<file path="config.mk">
export PLATFORM = sky130hd
export DESIGN_NAME = nfh_host
export DESIGN_NICKNAME = d
export VERILOG_FILES = /design/src/rtl/nfh_pkg.sv /design/src/rtl/nfh_ecc.sv /design/src/rtl/nfh_lp_fmt.sv /design/src/rtl/nfh_seq.sv /design/src/rtl/nfh_host.sv
export SDC_FILE = /design/constraint.sdc
export NUM_CORES = 1
export LEC_CHECK = 0
export BUFFER_PORTS_ARGS = -buffer_cell sky130_fd_sc_hd__buf_4
export CAP_MARGIN = 20
export CORE_AREA = 2 2 99 101
export DETAILED_ROUTE_END_ITERATION = 8
export DIE_AREA = 0 0 101 103
export MAX_ROUTING_LAYER = met4
export PLACE_DENSITY_LB_ADDON = 0.25
export SYNTH_ARGS = -nofsm -noshare
export SYNTH_HDL_FRONTEND = slang
export SYNTH_SLANG_ARGS = --single-unit
</file>
<file path="constraint.sdc">
create_clock -name clk -period 4.19 [get_ports clk]
set_input_delay 0 -clock clk [delete_from_list [all_inputs] [get_ports clk]]
set_output_delay 0 -clock clk [all_outputs]
set_load 0.1 [all_outputs]
</file>
<file path="src/rtl/nfh_pkg.sv">
package nfh_pkg;
    typedef enum logic [2:0] {
        S_IDLE,
        S_PUT,
        S_GET_LO,
        S_GET_HI,
        S_ACK
    } seq_st_t;

    localparam logic [5:0] OFS_LPLO = 6'h00;
    localparam logic [5:0] OFS_LPHI = 6'h04;
    localparam logic [5:0] OFS_CP   = 6'h08;
    localparam logic [5:0] OFS_CNT  = 6'h0C;
    localparam logic [5:0] OFS_CLR  = 6'h10;
    localparam logic [5:0] OFS_IO   = 6'h14;
    localparam logic [5:0] OFS_CTL  = 6'h18;

    localparam int CTL_CE0 = 0;
    localparam int CTL_CLE = 1;
    localparam int CTL_ALE = 2;
    localparam int CTL_WP  = 3;
    localparam int CTL_CE1 = 4;
    localparam int CTL_RDY = 5;
endpackage

</file>
<file path="src/rtl/nfh_ecc.sv">
module nfh_ecc #(
    parameter int BYTE_W = 8,
    parameter int IDX_W  = 8,
    localparam int SEL_W = $clog2(BYTE_W),
    localparam int CP_W  = 2 * SEL_W
) (
    input  logic              clk,
    input  logic              rst_n,
    input  logic              clr,
    input  logic              feed,
    input  logic [BYTE_W-1:0] byte_in,
    output logic [IDX_W-1:0]  cnt,
    output logic [CP_W-1:0]   cp,
    output logic [IDX_W-1:0]  lp_a,
    output logic [IDX_W-1:0]  lp_b
);
    logic [CP_W-1:0] col_term;

    always_comb begin
        col_term = '0;
        for (int g = 0; g < SEL_W; g++) begin
            for (int p = 0; p < BYTE_W; p++) begin
                if (((p >> g) & 1) != 0) col_term[2*g+1] = col_term[2*g+1] ^ byte_in[p];
                else                     col_term[2*g]   = col_term[2*g]   ^ byte_in[p];
            end
        end
    end

    always_ff @(posedge clk or negedge rst_n) begin
        if (!rst_n) begin
            cnt <= '0; cp <= '0; lp_a <= '0; lp_b <= '0;
        end else if (clr) begin
            cnt <= '0; cp <= '0; lp_a <= '0; lp_b <= '0;
        end else if (feed) begin
            cnt <= cnt + 1'b1;
            cp  <= cp ^ col_term;
            if (^byte_in) begin
                lp_a <= lp_a ^ ~cnt;
                lp_b <= lp_b ^ cnt;
            end
        end
    end


    cnt_step_chk: assert property (@(posedge clk) disable iff (!rst_n)
        (feed && !clr) |=> cnt == IDX_W'($past(cnt) + 1'b1));

    ecc_clear_chk: assert property (@(posedge clk) disable iff (!rst_n)
        clr |=> (cnt == '0 && cp == '0 && lp_a == '0 && lp_b == '0));

    lp_hold_chk: assert property (@(posedge clk) disable iff (!rst_n)
        (!feed && !clr) |=> ($stable(lp_a) && $stable(lp_b) && $stable(cp)));
endmodule

</file>
<file path="src/rtl/nfh_lp_fmt.sv">
module nfh_lp_fmt #(
    parameter int IDX_W = 8,
    localparam int HALF = IDX_W / 2
) (
    input  logic [IDX_W-1:0] lp_a,
    input  logic [IDX_W-1:0] lp_b,
    output logic [IDX_W-1:0] reg_lo,
    output logic [IDX_W-1:0] reg_hi
);
    for (genvar j = 0; j < HALF; j++) begin : g_lane
        assign reg_lo[2*j]   = lp_a[HALF+j];
        assign reg_lo[2*j+1] = lp_b[HALF+j];
        assign reg_hi[2*j]   = lp_a[j];
        assign reg_hi[2*j+1] = lp_b[j];
    end
endmodule

</file>
<file path="src/rtl/nfh_seq.sv">
module nfh_seq
    import nfh_pkg::*;
(
    input  logic clk,
    input  logic rst_n,
    input  logic req,
    input  logic req_we,
    input  logic req_io,
    input  logic req_wide,
    output logic take,
    output logic put,
    output logic get,
    output logic get_hi,
    output logic ack
);
    seq_st_t st, st_nx;
    logic    wide_l;

    always_ff @(posedge clk or negedge rst_n) begin
        if (!rst_n) begin
            st     <= S_IDLE;
            wide_l <= 1'b0;
        end else begin
            st <= st_nx;
            if (take) wide_l <= req_wide;
        end
    end

    always_comb begin
        st_nx = st;
        unique case (st)
            S_IDLE: begin
                if (req) begin
                    if (!req_io)     st_nx = S_ACK;
                    else if (req_we) st_nx = S_PUT;
                    else             st_nx = S_GET_LO;
                end
            end
            S_PUT:    st_nx = S_ACK;
            S_GET_LO: st_nx = wide_l ? S_GET_HI : S_ACK;
            S_GET_HI: st_nx = S_ACK;
            S_ACK:    st_nx = S_IDLE;
            default:  st_nx = S_IDLE;
        endcase
    end

    always_comb begin
        take   = (st == S_IDLE) && req;
        put    = (st == S_PUT);
        get    = (st == S_GET_LO) || (st == S_GET_HI);
        get_hi = (st == S_GET_HI);
        ack    = (st == S_ACK);
    end


    ack_pulse_chk: assert property (@(posedge clk) disable iff (!rst_n)
        ack |=> !ack);

    put_then_ack_chk: assert property (@(posedge clk) disable iff (!rst_n)
        put |=> (ack && !put));

    wide_two_beats_chk: assert property (@(posedge clk) disable iff (!rst_n)
        (get && !get_hi && wide_l) |=> (get && get_hi));
endmodule

</file>
<file path="src/rtl/nfh_host.sv">
module nfh_host
    import nfh_pkg::*;
#(
    parameter int ADDR_W = 6,
    parameter int DATA_W = 32,
    parameter int BYTE_W = 8,
    parameter int IDX_W  = 8,
    localparam int CP_W  = 2 * $clog2(BYTE_W),
    localparam int HI_LANE = DATA_W / 2
) (
    input  logic              clk,
    input  logic              rst_n,
    input  logic              bus_req,
    input  logic              bus_we,
    input  logic [ADDR_W-1:0] bus_addr,
    input  logic [BYTE_W-1:0] bus_wbyte,
    input  logic              bus_wide,
    output logic              bus_ack,
    output logic [DATA_W-1:0] bus_rdata,
    output logic              fl_cle,
    output logic              fl_ale,
    output logic              fl_ce,
    output logic              fl_wp,
    output logic              fl_we,
    output logic              fl_re,
    output logic [BYTE_W-1:0] fl_dout,
    input  logic [BYTE_W-1:0] fl_din,
    input  logic              fl_ready
);
    logic              take, put, get, get_hi;
    logic [BYTE_W-1:0] ctl_q, wbyte_q;
    logic [ADDR_W-1:0] addr_q;
    logic              we_q;
    logic [DATA_W-1:0] io_q;
    logic [IDX_W-1:0]  cnt, lp_a, lp_b, lp_reg_lo, lp_reg_hi;
    logic [CP_W-1:0]   cp;
    logic              req_io, ctl_wr, ecc_clr;

    assign req_io  = (bus_addr == ADDR_W'(OFS_IO));
    assign ctl_wr  = take && bus_we && (bus_addr == ADDR_W'(OFS_CTL));
    assign ecc_clr = take && bus_we && (bus_addr == ADDR_W'(OFS_CLR));

    nfh_seq u_seq (
        .clk(clk), .rst_n(rst_n), .req(bus_req), .req_we(bus_we),
        .req_io(req_io), .req_wide(bus_wide), .take(take), .put(put),
        .get(get), .get_hi(get_hi), .ack(bus_ack)
    );

    nfh_ecc #(.BYTE_W(BYTE_W), .IDX_W(IDX_W)) u_ecc (
        .clk(clk), .rst_n(rst_n), .clr(ecc_clr), .feed(put || get),
        .byte_in(put ? wbyte_q : fl_din), .cnt(cnt), .cp(cp),
        .lp_a(lp_a), .lp_b(lp_b)
    );

    nfh_lp_fmt #(.IDX_W(IDX_W)) u_fmt (
        .lp_a(lp_a), .lp_b(lp_b), .reg_lo(lp_reg_lo), .reg_hi(lp_reg_hi)
    );

    always_ff @(posedge clk or negedge rst_n) begin
        if (!rst_n) begin
            ctl_q <= '0; wbyte_q <= '0; addr_q <= '0; we_q <= 1'b0; io_q <= '0;
        end else begin
            if (take) begin
                addr_q  <= bus_addr;
                we_q    <= bus_we;
                wbyte_q <= bus_wbyte;
                io_q    <= '0;
            end
            if (ctl_wr) begin
                ctl_q <= bus_wbyte;
                ctl_q[CTL_RDY] <= 1'b0;
            end
            if (get && !get_hi) io_q[BYTE_W-1:0] <= fl_din;
            if (get_hi)         io_q[HI_LANE +: BYTE_W] <= fl_din;
        end
    end

    always_comb begin
        fl_cle  = ctl_q[CTL_CLE];
        fl_ale  = ctl_q[CTL_ALE];
        fl_wp   = ctl_q[CTL_WP];
        fl_ce   = ctl_q[CTL_CE0] | ctl_q[CTL_CE1];
        fl_we   = put;
        fl_re   = get;
        fl_dout = wbyte_q;
    end

    always_comb begin
        bus_rdata = '0;
        if (bus_ack && !we_q) begin
            case (addr_q)
                ADDR_W'(OFS_LPLO): bus_rdata[IDX_W-1:0] = lp_reg_lo;
                ADDR_W'(OFS_LPHI): bus_rdata[IDX_W-1:0] = lp_reg_hi;
                ADDR_W'(OFS_CP):   bus_rdata[CP_W-1:0]  = cp;
                ADDR_W'(OFS_CNT):  bus_rdata[IDX_W-1:0] = cnt;
                ADDR_W'(OFS_IO):   bus_rdata = io_q;
                ADDR_W'(OFS_CTL): begin
                    bus_rdata[BYTE_W-1:0] = ctl_q;
                    bus_rdata[CTL_RDY]    = fl_ready;
                end
                default: bus_rdata = '0;
            endcase
        end
    end


    strobe_excl_chk: assert property (@(posedge clk) disable iff (!rst_n)
        $onehot0({fl_we, fl_re, bus_ack}));

    pins_hold_chk: assert property (@(posedge clk) disable iff (!rst_n)
        !ctl_wr |=> $stable({fl_cle, fl_ale, fl_ce, fl_wp}));

    byte_read_lane_chk: assert property (@(posedge clk) disable iff (!rst_n)
        (bus_ack && !we_q && addr_q == ADDR_W'(OFS_IO)) |->
        (bus_rdata[DATA_W-1:HI_LANE+BYTE_W] == '0));
endmodule

</file>
# After elaboration in Yosys (flattened, before gate mapping)

Cells that the tools add are included.
Widths: inputs -> output; s select.

Register bits after elaboration: 72
Bits of input ports: 28
Logic and storage cells: 90
Output and inout bits: 47

Bitwise gates (word level): 22
Reduce and logical (&&, ||, !) cells: 19
Add/sub/neg operators: 1
Equal/unequal tests: 13
Mux-type cells: 23

Operator list:

| operator            | number |
|---|---|
| $mux 8              | 11 |
| $mux 24             | 2 |
| $pmux 6 s6          | 1 |
| $eq 6x5->1 const B  | 5 |
| $xor 1x1->1         | 17 |
| $mux 16             | 1 |
| $xor 8x8->8         | 2 |
| $eq 6x4->1 const B  | 2 |
| $mux 6              | 2 |
| $pmux 2 s5          | 1 |
| $mux 3              | 3 |
| $pmux 3 s3          | 1 |
| $add 8x1->8 const B | 1 |
| $not 8->8           | 1 |
| $reduce_bool 2->1   | 4 |
| $reduce_xor 8->1    | 1 |
| $eq 3x2->1 const B  | 2 |
| $eq 6x3->1 const B  | 1 |
| $logic_and 1x1->1   | 6 |
| $logic_not 6->1     | 1 |
| $xor 6x6->6         | 1 |
| $eq 3x1->1 const B  | 1 |
| $eq 3x3->1 const B  | 1 |
| $logic_not 3->1     | 1 |
| other kinds (7)     | 9 |

# Depth between registers and ports, before layout

Depth in word-level cells: 8
Depth in mapped cells: 8
Mapped depth without buffers: 5

# Hierarchy

From an unflattened synthesis, not the netlist that was laid out.

Cells, all modules: 421
Area, all modules: 4,150.2 um^2

Modules (own cells, without submodules):

| module     | times used | area each (um^2) | sequential area each (um^2) | cells an instance |
|---|---|---|---|---|
| nfh_host   | 1          | 2,259.7          | 950.9                       | 222 |
| nfh_ecc    | 1          | 1,527.7          | 750.7                       | 162 |
| nfh_seq    | 1          | 242.7            | 100.1                       | 21 |
| nfh_lp_fmt | 1          | 120.1            | 0.0                         | 16 |

# Worst setup path before layout

Ideal clock, no wire load.

Kind: reg-to-output
From: reg addr_q[1]
To: out bus_rdata[3]
Cell stages (with the launch flop): 5
Slack: 832 ps
Data arrival time: 3,358 ps
Required time: 4,190 ps
Cell sequence: dfrtp_1 or4_1 nor3b_1 a22oi_1 a31oi_1

Longest elaborated chain between the ends: 3
Elaborated cells between the ends (all ways): 8
Those cells by class: eq/ne: 5; mux: 2; reduce/logical: 1

RTL lines:

| item                               | line           | source |
|---|---|---|
| from (decl)                        | nfh_host.sv:32 | `logic [ADDR_W-1:0] addr_q;` |
| from (signal assigned)             | nfh_host.sv:64 | `addr_q <= bus_addr;` |
| $eq 6x5->1 (tied with other cells) | nfh_host.sv:91 | `case (addr_q)` |
| $pmux 6 s6 (*)                     | nfh_host.sv:91 |  |
| $mux 24 (*)                        | nfh_host.sv:90 | `if (bus_ack && !we_q) begin` |
| to (decl)                          | nfh_host.sv:19 | `output logic [DATA_W-1:0] bus_rdata,` |

Every way passes the cells marked *; elsewhere a longest branch is shown, timed or not.

# Worst setup path in the final report

From: reg addr_q[1]
To: out bus_rdata[1]

The elaborated chain is that of the path after synthesis.

==> impl_table.tex <==
\begin{tabular}{lr}
\hline
Metric & Value \\
\hline
\multicolumn{2}{l}{\textbf{Clock tree}} \\
\quad H-tree lvl count & 3 \\
\quad Clock transition at the registers of the reported paths & roughly 80 ps \\
\quad Clock latency on the worst-skew pair & 350 ps \\
\quad Clock tree root buffer cell & sky130\_fd\_sc\_hd\_\_clkbuf\_8 \\
\quad Number of buffers created by CTS & 9 \\
\quad Clock tree from TritonCTS & done \\
\quad Clock sink total & 72 \\
\quad Longest Clk Path Bufs & 2 \\
\quad Setup bufs post-CTS & 0 \\
\multicolumn{2}{l}{\textbf{Cells and area}} \\
\quad Fraction of layout instances using a drive strength above 1 & 21.2\% \\
\quad Layout overhead on the synthesized area & 22.5\% \\
\quad Net total in the final layout & 524 \\
\quad Diodes inserted & 0 \\
\quad Fill cell count & 868 \\
\multicolumn{2}{l}{\textbf{Power}} \\
\quad Pwr/cell area & between 400 and 500 nW/um\^{}2 \\
\quad Max rail drop VDD & 0.203 mV \\
\quad Static leakage & 2.27 nW \\
\multicolumn{2}{l}{\textbf{Detailed routing}} \\
\quad DR WL/cell & 16.7 um \\
\quad Pre-antenna DRT Iters & 5 \\
\quad Vias per Instance & 5.50 \\
\quad Met1 wire length & $\sim$4.6 mm \\
\quad Max Used Layer & met4 \\
\quad DR WL met3 & 458 um \\
\quad DRC violation count after routing & 0 \\
\quad Total Wirelength & slightly above 10 mm \\
\quad Routed Antenna Nets & 0 \\
\quad Met2 wire len & slightly below 5 mm \\
\quad Vias post-DR & 3374 \\
\quad DRT iter0 DRCs & roughly 310 \\
\multicolumn{2}{l}{\textbf{Logic synthesis}} \\
\quad Post-synthesis cell type count & 42 \\
\quad Synthesized-area fraction occupied by and/or/nand/nor cells & 17.3\% \\
\quad Largest family of logic cells by synthesized area & simple AND/OR/NAND/NOR gates \\
\quad Synthesized instance count & around 420 \\
\quad Compound-cell area share of the yosys netlist & 13.2\% \\
\quad Adder-cell share of the synthesized area & 0.306\% \\
\quad Number of storage elements in the synthesis netlist & 72 \\
\quad Area share of xor/xnor cells in the synthesized design & 6.85\% \\
\quad Netlist area before placement & 4090 sq um \\
\quad Mux share of post-synthesis cell area & 11.8\% \\
\quad Warnings, synthesis & 0 \\
\quad Fraction of the yosys area taken by sequential cells & 44.0\% \\
\quad Mean instance size in the synthesized netlist & 9.68 sq um \\
\multicolumn{2}{l}{\textbf{Timing}} \\
\quad Fraction of the cycle the final worst path needs & 71.7\% \\
\quad Worst rel slew slack & 31.0\% \\
\quad Final-report hold violation count & 0 \\
\quad Total setup violations reported at the end of the flow & 0 \\
\quad Period minus WS final & 3000 ps \\
\quad Largest clock skew in the final design & approximately 6.3 ps \\
\quad Smallest hold slack & 130 ps \\
\quad TNS Setup & 0 ps \\
\quad Max Slew Vio Count & 0 \\
\quad Transition at the pin with the smallest max-transition slack & 1030 ps \\
\quad Upper clock frequency limit & $\sim$330 MHz \\
\quad RSZ-0062 raised after global routing & no \\
\multicolumn{2}{l}{\textbf{Worst setup path}} \\
\quad Startpoint-to-endpoint class of the critical path & reg2out \\
\quad Critical Path End Type & output pin \\
\quad Critical Path Start Type & flop \\
\quad Max Fanout on Critical Path & 8 \\
\quad CP Data Arrival Time & 3000 ps \\
\quad Data required, critical path & 4190 ps \\
\multicolumn{2}{l}{\textbf{Die}} \\
\quad Initial Util & 43.3\% \\
\quad Chip width & 101 um \\
\quad Top Ports & 75 \\
\quad Y dimension of the die & 103 um \\
\quad Area of the core & 9460 sq um \\
\quad Floorplan row count & 36 \\
\quad Floorplan die area & 10400 sq um \\
\multicolumn{2}{l}{\textbf{GRT}} \\
\quad Largest net degree at the start of global routing & between 70 and 80 \\
\quad Vias in the first global route & 3242 \\
\quad Antenna violations before repair & 0 \\
\quad Total gr overflow & 0 \\
\quad Global-route wire length before repair & roughly 17 mm \\
\quad Overall fraction of global-route tracks in use & 21.3\% \\
\multicolumn{2}{l}{\textbf{Place}} \\
\quad Port Buffer Count & 58 \\
\quad GPL Wtd Cong & around 0.87 \\
\quad HPWL after detailed placement & between 7 and 8 mm \\
\multicolumn{2}{l}{\textbf{Job}} \\
\quad MaxCap Viol Count & 0 \\
\multicolumn{2}{l}{\textbf{Min path}} \\
\quad Worst hold path type & in2reg \\
\multicolumn{2}{l}{\textbf{Status}} \\
\quad Result of the run & finished, final reports clean \\
\hline
\end{tabular}
-- final timing paths --
path | from | end | slack (ps) | depth (start not counted)
max | addr_q[1] | bus_rdata[1] | 1190 | 5
max reg2reg | u_seq.st[0] | u_ecc.cp[4] | 1720 | 5
min in group asynchronous | rst_n | io_q[2] | 330 | 2
min reg2reg | u_ecc.lp_b[4] | u_ecc.lp_b[4] | 480 | 1
min | bus_req | u_seq.st[2] | 130 | 4
max in group asynchronous | rst_n | ctl_q[0] | 3260 | 2
-- critical path: stages, from the launching register on --
cell	delay, ps
sky130_fd_sc_hd__dfrtp_1	390
sky130_fd_sc_hd__or4_1	600
sky130_fd_sc_hd__nor3b_1	880
sky130_fd_sc_hd__a22oi_1	170
sky130_fd_sc_hd__a31oi_1	270
sky130_fd_sc_hd__buf_4	340
-- layout by cell type (no fill, tap or decap), types with 4 or more instances in the layout --
cell and count:
sky130_fd_sc_hd__dfrtp_1 72, sky130_fd_sc_hd__and2_1 18, sky130_fd_sc_hd__nor2_1 28, sky130_fd_sc_hd__conb_1 16, sky130_fd_sc_hd__mux2i_1 20, sky130_fd_sc_hd__o21ai_0 24, sky130_fd_sc_hd__dlygate4sd3_1 25, sky130_fd_sc_hd__a22oi_1 30
sky130_fd_sc_hd__a31oi_1 8, sky130_fd_sc_hd__xor2_1 16, sky130_fd_sc_hd__mux2_2 23, sky130_fd_sc_hd__clkbuf_8 11, sky130_fd_sc_hd__or3_1 7, sky130_fd_sc_hd__buf_4 60, sky130_fd_sc_hd__nand2_1 64, sky130_fd_sc_hd__a21oi_1 12
sky130_fd_sc_hd__a32oi_1 8, sky130_fd_sc_hd__xnor2_1 16, sky130_fd_sc_hd__or2_2 4, sky130_fd_sc_hd__inv_1 4
-- cells in the mapped netlist, drive strengths merged --
library cell  number  area (sq um)
o21ai             24           120
nor3               3          15.0
nand3b             2          15.0
or2                4          25.0
and3               1          6.26
or3b               1          8.76
or3                7          43.8
mux2i             21           223
and4b              2          20.0
or2b               1          7.51
nor4               1          6.26
nand2b             1          6.26
xnor2             16           140
a32oi              8          70.1
clkbuf            14          52.6
nand4              3          18.8
a22oi             30           225
o31ai              1          7.51
a31oi              8          50.1
buf               26           199
dfrtp             72          1800
conb               1          3.75
nand4b             1          8.76
or4                2          15.0
nand2             64           240
xor2              16           140
a211oi             1          7.51
nor3b              3          22.5
and2              18           113
a21oi             12          60.1
ha                 1          12.5
inv                4          15.0
nor2b              1          6.26
mux2              23           259
nor4b              2          23.8
nor2              28           105
-- layer usage --
metal / up-vias / track usage [%]
li1: 1598 / -
met1: 1635 / 27.9
met2: 117 / 33.5
met3: 24 / 3.12
met4: 0 / 8.32
met5: - / -
-- per-stage QoR --
stage	setup WS (ps)	std cells	utilization [%]	cell area, sq um	power (W)
after floorplan	832	438	-	4150	0.00129
after global placement	1690	572	47.6	4500	0.00144
after detailed placement	1640	573	47.7	4510	0.00146
after CTS	1270	614	53.0	5020	0.00217
after global routing	977	614	53.0	5020	0.00226
final	1190	614	53.0	5020	0.00217
-- where the power goes --
| part | internal (W) | total, W | leakage, nW | switching (W) |
|---|---|---|---|---|
| combinational | 0.000189 | 0.000600 | 1.21 | 0.000411 |
| sequential | 0.000768 | 0.000869 | 0.933 | 0.000101 |
| clock | 0.000427 | 0.000699 | 0.126 | 0.000272 |
| total | 0.00138 | 0.00217 | 2.27 | 0.000784 |
-- area by class of cell --
class	count	area (sq um)	area share (%)
clock inverters	5	103	2.05
repair buffers	86	712	14.2
multi-input cells	322	2090	41.7
well taps	114	143	2.84
clock buffers	11	151	3.02
flip-flops and latches	72	1800	35.9
inverters	4	15.0	0.299
-- timing repair --
item                                   in CTS  in global routing
resized for setup                           0                  0
hold buffers                               25                  0
endpoints found under the hold margin     113                  0
-- sequential cells by signal (all words and copies together) (netlist names) --
register / count
io_q: 16
fl_dout: 8
u_ecc.cnt: 8
u_ecc.lp_a: 8
u_ecc.lp_b: 8
ctl_q: 7
addr_q: 6
u_ecc.cp: 6
u_seq.st: 3
u_seq.wide_l: 1
we_q: 1
-- kinds of logic (layout without fill, tap and decap cells) --
kind of cell | Yosys count | after routing
AOI/OAI and AO/OA | 84 | 84
xor gates and xnor gates | 32 | 32
adders and majority gates | 1 | 1
buffers and inverters | 44 | 106
DFF | 72 | 72
muxes | 44 | 44
other | 1 | 16
and+or+nand+nor | 145 | 145
Power figures use the tool's default switching activity.
